## src/rtl/hdlc_rx_pkg.sv

```systemverilog
package hdlc_rx_pkg;

    localparam int BYTE_W = 8;
    localparam int STUFF_RUN = 5;
    localparam logic [7:0] FLAG_PATTERN = 8'h7E;
    localparam logic [15:0] CRC_SEED = 16'hFFFF;
    localparam logic [15:0] CRC_GOOD = 16'hF0B8;
    localparam logic [15:0] CRC_POLY_R = 16'h8408;

    typedef logic [BYTE_W-1:0] byte_t;

    typedef struct packed {
        logic spare;
        logic empty;
        logic full;
        logic half;
        logic aborted;
        logic overflow;
        logic crc_pass;
        logic eom;
    } rx_status_t;

    typedef struct packed {
        logic  push;
        byte_t data;
        logic  eom;
        logic  abort;
        logic  crc_pass;
    } deframe_evt_t;

    function automatic logic [15:0] crc_bit(input logic [15:0] c, input logic b);
        logic fb;
        fb = c[0] ^ b;
        return (c >> 1) ^ (fb ? CRC_POLY_R : 16'h0000);
    endfunction

endpackage

```

## src/rtl/hdlc_rx_deframer.sv

```systemverilog
module hdlc_rx_deframer
    import hdlc_rx_pkg::*;
(
    input  logic         clk,
    input  logic         rst,
    input  logic         enable,
    input  logic         bit_valid,
    input  logic         bit_in,
    output deframe_evt_t evt
);
    localparam int CNT_W = $clog2(BYTE_W);
    localparam logic [CNT_W-1:0] LAST_BIT = CNT_W'(BYTE_W - 1);
    localparam logic [3:0] SKIP_LOAD = 4'(BYTE_W);
    localparam logic [2:0] RUN_LIM = 3'(STUFF_RUN);

    logic             clr;
    byte_t            win, win_n, sh, sh_n;
    logic [3:0]       skip, skip_n;
    logic             in_frame, in_frame_n, have, have_n, exit_b;
    logic [2:0]       ones, ones_n;
    logic [CNT_W-1:0] bitcnt, bitcnt_n;
    logic [15:0]      crc, crc_n;

    assign clr = rst | ~enable;

    always_comb begin
        win_n = win; skip_n = skip; in_frame_n = in_frame; have_n = have;
        ones_n = ones; bitcnt_n = bitcnt; sh_n = sh; crc_n = crc;
        exit_b = win[BYTE_W-1];
        evt = '0;
        if (bit_valid) begin
            win_n = {win[BYTE_W-2:0], bit_in};
            if (skip != 4'd0) begin
                skip_n = skip - 4'd1;
            end else if (in_frame) begin
                if (ones == RUN_LIM && !exit_b) begin
                    ones_n = '0;
                end else begin
                    ones_n = exit_b ? ((ones == 3'd7) ? ones : ones + 3'd1) : 3'd0;
                    sh_n = {exit_b, sh[BYTE_W-1:1]};
                    crc_n = crc_bit(crc, exit_b);
                    bitcnt_n = bitcnt + 1'b1;
                    if (bitcnt == LAST_BIT) begin
                        evt.push = 1'b1;
                        evt.data = sh_n;
                        have_n = 1'b1;
                    end
                end
            end
            if (win_n == FLAG_PATTERN) begin
                if (in_frame && have_n) begin
                    evt.eom = 1'b1;
                    evt.crc_pass = (crc_n == CRC_GOOD) && (bitcnt_n == '0);
                end
                in_frame_n = 1'b1;
                skip_n = SKIP_LOAD;
                ones_n = '0;
                bitcnt_n = '0;
                crc_n = CRC_SEED;
                have_n = 1'b0;
            end else if (in_frame && (&win_n[BYTE_W-2:0])) begin
                evt.abort = have_n || (bitcnt_n != '0);
                in_frame_n = 1'b0;
                have_n = 1'b0;
            end
        end
    end

    always_ff @(posedge clk) begin
        if (clr) begin
            win <= '0; skip <= '0; in_frame <= 1'b0; have <= 1'b0;
            ones <= '0; bitcnt <= '0; sh <= '0; crc <= CRC_SEED;
        end else begin
            win <= win_n; skip <= skip_n; in_frame <= in_frame_n; have <= have_n;
            ones <= ones_n; bitcnt <= bitcnt_n; sh <= sh_n; crc <= crc_n;
        end
    end

    assert_abort_no_eom_R6: assert property (@(posedge clk) disable iff (rst)
        evt.abort |-> !evt.eom);
    assert_push_in_frame_R1: assert property (@(posedge clk) disable iff (rst)
        evt.push |-> in_frame);
    assert_flag_opens_R1: assert property (@(posedge clk) disable iff (rst)
        (enable && bit_valid && win_n == FLAG_PATTERN) |=> in_frame);

endmodule

```

## src/rtl/hdlc_rx_fifo.sv

```systemverilog
module hdlc_rx_fifo
    import hdlc_rx_pkg::*;
#(
    parameter int DEPTH = 64
) (
    input  logic  clk,
    input  logic  rst,
    input  logic  enable,
    input  logic  push,
    input  byte_t wdata,
    input  logic  pop,
    output byte_t rdata,
    output logic  lvl_half,
    output logic  lvl_full,
    output logic  lvl_empty,
    output logic  ovf_evt
);
    localparam int AW = $clog2(DEPTH);
    localparam logic [AW:0] CAP = (AW + 1)'(DEPTH);
    localparam logic [AW:0] HALF = (AW + 1)'(DEPTH / 2);

    byte_t         mem [DEPTH];
    logic [AW-1:0] wp, rp;
    logic [AW:0]   cnt;
    logic          clr, do_push, do_pop;

    assign clr       = rst | ~enable;
    assign lvl_full  = (cnt == CAP);
    assign lvl_empty = (cnt == '0);
    assign lvl_half  = (cnt >= HALF);
    assign do_push   = push & ~lvl_full;
    assign do_pop    = pop & ~lvl_empty;
    assign ovf_evt   = push & lvl_full & enable;
    assign rdata     = mem[rp];

    always_ff @(posedge clk) begin
        if (do_push && !clr) mem[wp] <= wdata;
    end

    always_ff @(posedge clk) begin
        if (clr) begin
            wp <= '0; rp <= '0; cnt <= '0;
        end else begin
            if (do_push) wp <= wp + 1'b1;
            if (do_pop) rp <= rp + 1'b1;
            cnt <= cnt + (AW + 1)'(do_push) - (AW + 1)'(do_pop);
        end
    end

    assert_no_overflow_R3: assert property (@(posedge clk) disable iff (rst)
        cnt <= CAP);
    assert_drop_full_R3: assert property (@(posedge clk) disable iff (rst)
        (enable && lvl_full && push && !pop) |=> ($stable(wp) && lvl_full));

endmodule

```

## src/rtl/hdlc_rx_irq.sv

```systemverilog
module hdlc_rx_irq
    import hdlc_rx_pkg::*;
(
    input  logic       clk,
    input  logic       rst,
    input  logic       enable,
    input  logic       half_mode,
    input  logic       eom_evt,
    input  logic       abort_evt,
    input  logic       ovf_evt,
    input  logic       crc_pass,
    input  logic       lvl_half,
    input  logic       lvl_full,
    input  logic       lvl_empty,
    input  logic       stat_rd,
    output rx_status_t status,
    output logic       irq
);
    logic clr, half_prev, full_prev, set_irq;
    logic eom_q, ovf_q, abort_q, crc_q, irq_q;

    assign clr = rst | ~enable;
    assign set_irq = eom_evt | (half_mode ? (lvl_half & ~half_prev)
                                          : ((lvl_full & ~full_prev) | ovf_evt));

    always_ff @(posedge clk) begin
        if (clr) begin
            half_prev <= 1'b0; full_prev <= 1'b0;
            eom_q <= 1'b0; ovf_q <= 1'b0; abort_q <= 1'b0; crc_q <= 1'b0; irq_q <= 1'b0;
        end else begin
            half_prev <= lvl_half;
            full_prev <= lvl_full;
            eom_q   <= eom_evt   | (eom_q   & ~stat_rd);
            ovf_q   <= ovf_evt   | (ovf_q   & ~stat_rd);
            abort_q <= abort_evt | (abort_q & ~stat_rd);
            if (eom_evt) crc_q <= crc_pass;
            irq_q <= set_irq | (irq_q & ~stat_rd);
        end
    end

    always_comb begin
        status = '0;
        status.empty    = lvl_empty;
        status.full     = lvl_full;
        status.half     = lvl_half;
        status.aborted  = abort_q;
        status.overflow = ovf_q;
        status.crc_pass = crc_q;
        status.eom      = eom_q;
    end
    assign irq = irq_q;

    assert_irq_clear_R9: assert property (@(posedge clk) disable iff (rst)
        (enable && stat_rd && !set_irq) |=> !irq);
    assert_irq_off_R10: assert property (@(posedge clk) disable iff (rst)
        !enable |=> (!irq && !status.eom));
    assert_eom_irq_R7: assert property (@(posedge clk) disable iff (rst)
        (enable && eom_evt) |=> (irq && status.eom));

endmodule

```

## src/rtl/hdlc_rx_top.sv

```systemverilog
module hdlc_rx_top
    import hdlc_rx_pkg::*;
#(
    parameter int FIFO_DEPTH = 64
) (
    input  logic       clk,
    input  logic       rst,
    input  logic       rx_enable,
    input  logic       half_irq_mode,
    input  logic       bit_valid,
    input  logic       bit_in,
    input  logic       fifo_pop,
    output logic [7:0] fifo_data,
    input  logic       status_rd,
    output logic [7:0] status,
    output logic       irq
);
    deframe_evt_t evt;
    rx_status_t   st;
    logic         lvl_half, lvl_full, lvl_empty, ovf_evt;

    hdlc_rx_deframer u_deframer (
        .clk(clk), .rst(rst), .enable(rx_enable),
        .bit_valid(bit_valid), .bit_in(bit_in), .evt(evt)
    );

    hdlc_rx_fifo #(.DEPTH(FIFO_DEPTH)) u_fifo (
        .clk(clk), .rst(rst), .enable(rx_enable),
        .push(evt.push), .wdata(evt.data), .pop(fifo_pop), .rdata(fifo_data),
        .lvl_half(lvl_half), .lvl_full(lvl_full), .lvl_empty(lvl_empty),
        .ovf_evt(ovf_evt)
    );

    hdlc_rx_irq u_irq (
        .clk(clk), .rst(rst), .enable(rx_enable), .half_mode(half_irq_mode),
        .eom_evt(evt.eom), .abort_evt(evt.abort), .ovf_evt(ovf_evt),
        .crc_pass(evt.crc_pass), .lvl_half(lvl_half), .lvl_full(lvl_full),
        .lvl_empty(lvl_empty), .stat_rd(status_rd), .status(st), .irq(irq)
    );

    assign status = st;

endmodule

```

## config.mk

```make
export PLATFORM = sky130hd
export DESIGN_NAME = hdlc_rx_top
export DESIGN_NICKNAME = d
export VERILOG_FILES = /design/src/rtl/hdlc_rx_pkg.sv /design/src/rtl/hdlc_rx_deframer.sv /design/src/rtl/hdlc_rx_fifo.sv /design/src/rtl/hdlc_rx_irq.sv /design/src/rtl/hdlc_rx_top.sv
export SDC_FILE = /design/constraint.sdc
export NUM_CORES = 1
export LEC_CHECK = 0
export BUFFER_PORTS_ARGS = -buffer_cell sky130_fd_sc_hd__buf_4
export CAP_MARGIN = 15
export CELL_PAD_IN_SITES_DETAIL_PLACEMENT = 1
export CELL_PAD_IN_SITES_GLOBAL_PLACEMENT = 1
export CORE_MARGIN = 8
export CORE_UTILIZATION = 30
export CTS_BUF_LIST = sky130_fd_sc_hd__clkbuf_4 sky130_fd_sc_hd__clkbuf_8
export DETAILED_ROUTE_END_ITERATION = 12
export PLACE_DENSITY_LB_ADDON = 0.1
export SLEW_MARGIN = 25
export SYNTH_ARGS = -nofsm -noshare
export SYNTH_HDL_FRONTEND = slang
export SYNTH_SLANG_ARGS = --single-unit
```

## constraint.sdc

```tcl
create_clock -name clk -period 3.1 [get_ports clk]
set_clock_uncertainty 0.05 [all_clocks]
set_input_delay 0.62 -clock clk [delete_from_list [all_inputs] [get_ports clk]]
set_output_delay 0.62 -clock clk [all_outputs]
set_load 0.005 [all_outputs]
```

# --- After elaboration in Yosys (flattened, before gate mapping) ---
# Memory sizes are Yosys's and may differ from the RTL's. A register that Yosys moved wholly into a read port is not among the register bits.
# Index checks and enable logic that the tools add are counted.
totals:
  input_bits: 8
  wordCells: 126
  memories: 1
  register_bits: 70
  ram_bits: 512
mem_list:
  columns: ["memory", "depth", "word_bits", "rd", "rd_ports_with_merged_regs", "write_ports", "line_no", "text"]
  rows:
  - ["u_fifo.mem", 64, 8, 1, 1, 1, "hdlc_rx_fifo.sv:22", "byte_t mem [DEPTH];"]
classes:
  magnitude_cmp: 1
  n_addsub: 7
  eq_ne: 8
  bitwise_logic: 27
  reduce_logical: 20
  n_mux: 44
op_table:
  columns: ["op", "n"]
  rows:
  - ["$mux W16", 6]
  - ["$mux W9", 4]
  - ["$mux W3", 11]
  - ["$mux W1", 18]
  - ["$eq A16 B16 Y1 const B", 1]
  - ["$xor A15 B16 Y16", 1]
  - ["$add A6 B1 Y6 const B", 2]
  - ["$mux W12", 1]
  - ["$mux W6", 2]
  - ["$and A1 B1 Y1", 10]
  - ["$eq A3 B3 Y1 const B", 3]
  - ["$eq A8 B7 Y1 const B", 1]
  - ["$mux W4", 2]
  - ["$not A1 Y1", 8]
  - ["$reduce_and A4 Y1", 2]
  - ["$add A7 B1 Y7", 1]
  - ["$eq A7 B7 Y1 const B", 1]
  - ["$ge A7 B6 Y1 const B", 1]
  - ["$logic_not A7 Y1", 1]
  - ["$or A1 B1 Y1", 7]
  - ["$reduce_and A7 Y1", 1]
  - ["$sub A7 B1 Y7", 1]
  - ["$add A3 B1 Y3 const B", 2]
  - ["$reduce_bool A2 Y1", 3]
  - ["other kinds (11)", 17]

# --- Logic depth before layout (Yosys ltp) ---
depth:
  depth_word: 18
  ltp_mapped: 14

# --- Modules after synthesis ---
# Synthesis repeated with hierarchy kept, for this count alone.
unflattened:
  hier_cells: 1347
  hier_area_um2: 23535.1
by_module_without_submodules:
  columns: ["module", "seq_area_each_um2", "area_per_inst_um2", "cells_per_inst", "n_inst"]
  rows:
  - ["hdlc_rx_fifo", 15875.2, 21150.3, 1066, 1]
  - ["hdlc_rx_deframer", 860.8, 2083.2, 246, 1]
  - ["hdlc_rx_irq", 140.1, 301.5, 35, 1]

# --- Worst setup path after synthesis ---
# Ideal clock, no wire load.
synth_timing:
  path_type: "register to register"
  from: "reg u_fifo.cnt[2]"
  to: "reg u_fifo.cnt[6]"
  synth_period_minus_slack_ps: 2723
  required_time_ps: 2929
  setup_slack_ps: 377
  arrival_time_ps: 2551
  path_stages_with_launch: 15
  path_buffers: 1
  path_cell_list: "dfxtp_1 -> inv_1 -> ha_1 -> nand3b_1 -> or3_1 -> inv_1 -> buf_2 -> nor2_1 -> ha_1 -> fa_1 -> a21oi_1 -> o21bai_1 -> a21oi_1 -> o21bai_1 -> mux2i_1"
synth_between:
  elab_chain_len: 5
synth_rtl:
  columns: ["item", "line_no", "text"]
  rows:
  - ["start, declared", "hdlc_rx_fifo.sv:24", "logic [AW:0] cnt;"]
  - ["start signal, assigned", "hdlc_rx_fifo.sv:46", "cnt <= cnt + (AW + 1)'(do_push) - (AW + 1)'(do_pop);"]
  - ["$eq A7 B7 Y1", "hdlc_rx_fifo.sv:28", "assign lvl_full = (cnt == CAP);"]
  - ["named net lvl_full", "hdlc_rx_top.sv:20", "logic lvl_half, lvl_full, lvl_empty, ovf_evt;"]
  - ["$not A1 Y1", "hdlc_rx_fifo.sv:31", "assign do_push = push & ~lvl_full;"]
  - ["$and A1 B1 Y1", "hdlc_rx_fifo.sv:31", null]
  - ["$add A7 B1 Y7", "hdlc_rx_fifo.sv:46", null]
  - ["$sub A7 B1 Y7", "hdlc_rx_fifo.sv:46", null]
# The timed path passes the listed nets, and every way through them passes these cells.
# A chain may end at the register's enable or synchronous reset.

==> results_dict.tcl <==
set metrics [dict create \
    status "complete, but fails checks" \
    violations "setup timing" \
    drtAntennaViolNets 0 \
    maxCapViolations 0 \
    netlist_area_um2 23590 \
    dp_worst_setup_slack_ps -39.06 \
    arrival_ps 2900 \
    root_buffer "clkbuf_8" \
    syn_inst 1356 \
    hold_viol_final 0 \
    core_um2 78360 \
    area_growth_pct 23.06 \
    worst_pin_slew_ps 1012 \
    yosysWarnings 0 \
    cts_buffer_depth 3 \
    post-route-period-util 1.152 \
    final_cell_mix "512 x edfxtp_1, 187 x buf_4, 126 x mux4_2, 115 x nor2_1, 109 x clkbuf_8" \
    r2r.worst_path.cells 8 \
    dpl-instance-area_um2 26150 \
    rr_startpoint "u_deframer.ones[1]" \
    crit_required_ps 2430 \
    critical_path.slowest_cell "mux4_2" \
    antenna_found_initial 3 \
    final_common_cell "edfxtp_1" \
    path_clk_slew_ps 60 \
    clock.fmax_ghz 0.2801 \
    drive_gt1_frac 0.3600 \
    gp_congestion 0.7650 \
    slew_headroom 0.3246 \
    initial_utilization 0.3010 \
    setup_ws_ps -469.8 \
    async_flop_share 0 \
    crit_type "reg2out" \
    final_cell_area_um2 29030 \
    cp-end-kind "output pin" \
    worst_ir_drop_vdd_uv 310.3 \
    powerDensity_nw_per_um2 596.4 \
    grt_pass1_vias 14190 \
    nFillCells 7957 \
    crit_fanout 8 \
    hold_buffers 0 \
    reg2reg_to "u_fifo.mem[37][4]" \
    rows 103 \
    vias_per_cell 4.737 \
    grt_pass1_wl_um 98060 \
    yosysUniqueCellTypes 70 \
    clock-sinks 587 \
    report.final.slew_viol_count 0 \
    fin_crit_ps 3570 \
    dieHeight_um 296.4 \
    synth_fp_nets 1385 \
    cp_cell_sequence "buf_12, buf_16, buf_8, mux4_2, o221ai_2, o21ai_1, buf_4, a32o_2, buf_6" \
    dpl.hpwl_um 43080 \
    grt_setup_unrepaired "true" \
    grt_use_total 0.1529 \
    rrSetupSlack_ps 240 \
    synth_edf_count 512 \
    port_buffers 23 \
    cts_made_buffers 104 \
    dieArea_um2 87850 \
    clkLatencyLatePin_ps 700 \
    gr-total-overflow 0 \
    grt_max_degree 65 \
    drt_wl_total_um 67230 \
    final_nets 1632 \
    cp-start-kind "flop" \
    worst_path_largest_cell_delay_ps 500 \
    setup_violations 8 \
    hold_class "in2reg" \
    wl_per_cell_um 24.55 \
    cts_tree "built" \
    drtIter0Drc 763 \
    ios 25 \
    ys.flop_type "edfxtp_1" \
    num_vias 12970 \
    drc 0 \
    first_pass_iters 5 \
    die_w_um 296.4 \
    p_leak_nw 8.076 \
    crit_path_end "fifo_data[4]" \
    ys_ff_latch 587 \
    h-tree-depth 3 \
    seq_area_frac_synth 0.7155 \
    avgSynthCellArea_um2 17.39 \
]
-- cells in the mapped netlist, drive strengths merged, types with 9 or more instances --
| master | instances | area [um2] |
|---|---|---|
| a21oi | 27 | 135.1 |
| a22oi | 15 | 112.6 |
| a31oi | 11 | 68.82 |
| and2 | 11 | 68.82 |
| buf | 55 | 396.6 |
| clkbuf | 30 | 112.6 |
| dfxtp | 75 | 1501 |
| edfxtp | 512 | 15370 |
| ha | 20 | 250.2 |
| inv | 19 | 71.32 |
| mux2i | 28 | 280.3 |
| mux4 | 126 | 2838 |
| nand2 | 88 | 330.3 |
| nand2b | 10 | 62.56 |
| nand3 | 34 | 170.2 |
| nor2 | 118 | 442.9 |
| nor2b | 10 | 62.56 |
| o21ai | 20 | 100.1 |
| o221ai | 10 | 87.58 |
| o22ai | 16 | 100.1 |
| xnor2 | 9 | 78.83 |
-- power breakdown --
part / switching (mW) / total, mW / leakage, nW / internal [mW]
clock network: 3.22 / 7.36 / 1.14 / 4.14
registers: 0.0331 / 8.54 / 4.13 / 8.51
logic: 0.667 / 1.41 / 2.80 / 0.740
-- worst min path at each step --
stage | startpoint | slack (ps) | to | cells past startpoint
floorplan | u_deframer.sh[1] | 380 | u_deframer.sh[1] | 2
global placement | u_deframer.sh[1] | 390 | u_deframer.sh[1] | 2
detailed placement | u_irq.eom_q | 410 | u_irq.eom_q | 2
CTS | half_irq_mode | 70 | u_irq.irq | 3
global route | bit_in | 120 | u_deframer.win[0] | 3
finish | bit_in | 170 | u_deframer.win[0] | 3
-- final cells by class --
| cell class | count | area [um2] | area share |
|---|---|---|---|
| Clock buffer | 148 | 1793 | 0.06177 |
| Timing Repair Buffer | 226 | 2181 | 0.07514 |
| Clock inverter | 41 | 332.8 | 0.01147 |
| Multi-Input combinational cell | 665 | 6440 | 0.2219 |
| Inverter | 19 | 71.32 | 0.002457 |
| Antenna cell | 2 | 5.005 | 0.0001724 |
| Sequential cell | 587 | 16890 | 0.5819 |
| Tap cell | 1050 | 1314 | 0.04526 |
-- critical path, delay by kind of cell (launching register included) --
kind,cells,cell delay (ps)
AOI/OAI and AO/OA,3,560
buffers and inverters,5,730
DFF,1,390
muxes,1,500
-- cells by family (layout without fill, tap and decap cells) --
family                     Yosys count  after routing  share of synthesized area
AOI/OAI and AO/OA                  130            130                    0.03745
xor gates and xnor gates            15             15                   0.005570
adders and majority gates           21             21                    0.01146
buffers and inverters              104            434                    0.02461
DFF                                587            587                     0.7155
muxes                              160            160                     0.1351
other                                1              3                  0.0001590
and+or+nand+nor                    338            338                    0.07018
-- layer usage --
metal / routed length (um) / global-route usage / share of wire / vias to the layer above
li1: - / - / - / 5876
met1: 31130 / 0.2080 / 0.46 / 6755
met2: 31950 / 0.2492 / 0.48 / 241
met3: 2863 / 0.03208 / 0.043 / 97
met4: 1274 / 0.03935 / 0.019 / 0
met5: 0 / 0 / 0 / -
-- stage by stage --
step / TNS [ps] / hold WS (ps) / total power, mW / instances / util
after global placement: -115.1 / 388.4 / 9.860 / 2517 / 0.3337
after detailed placement: -75.01 / 405.7 / 9.868 / 2517 / 0.3337
after global routing: -4532 / 120.9 / 18.05 / 2738 / 0.3704
final: -3466 / 167.0 / 17.31 / 2738 / 0.3704
after floorplan: 0 / 381.7 / 9.561 / 1356 / -
after CTS: -4305 / 73.25 / 17.55 / 2727 / 0.3669
-- flip-flops by register name (all words and copies together), names as in the netlist, 3 cells and up, named ones only --
register           flops
u_deframer.bitcnt      3
u_deframer.crc        16
u_deframer.ones        3
u_deframer.sh          7
u_deframer.skip        4
u_deframer.win         8
u_fifo.cnt             7
u_fifo.mem           512
u_fifo.rp              6
u_fifo.wp              6
-- timing repair --
item / 4_1_cts / 5_1_grt
pin swaps: 10 / 10
setup endpoints to repair: 8 / 9
gates cloned: 3 / 1
gates resized for setup: 54 / 31
setup buffers: 19 / 8
Power figures use the tool's default switching activity.
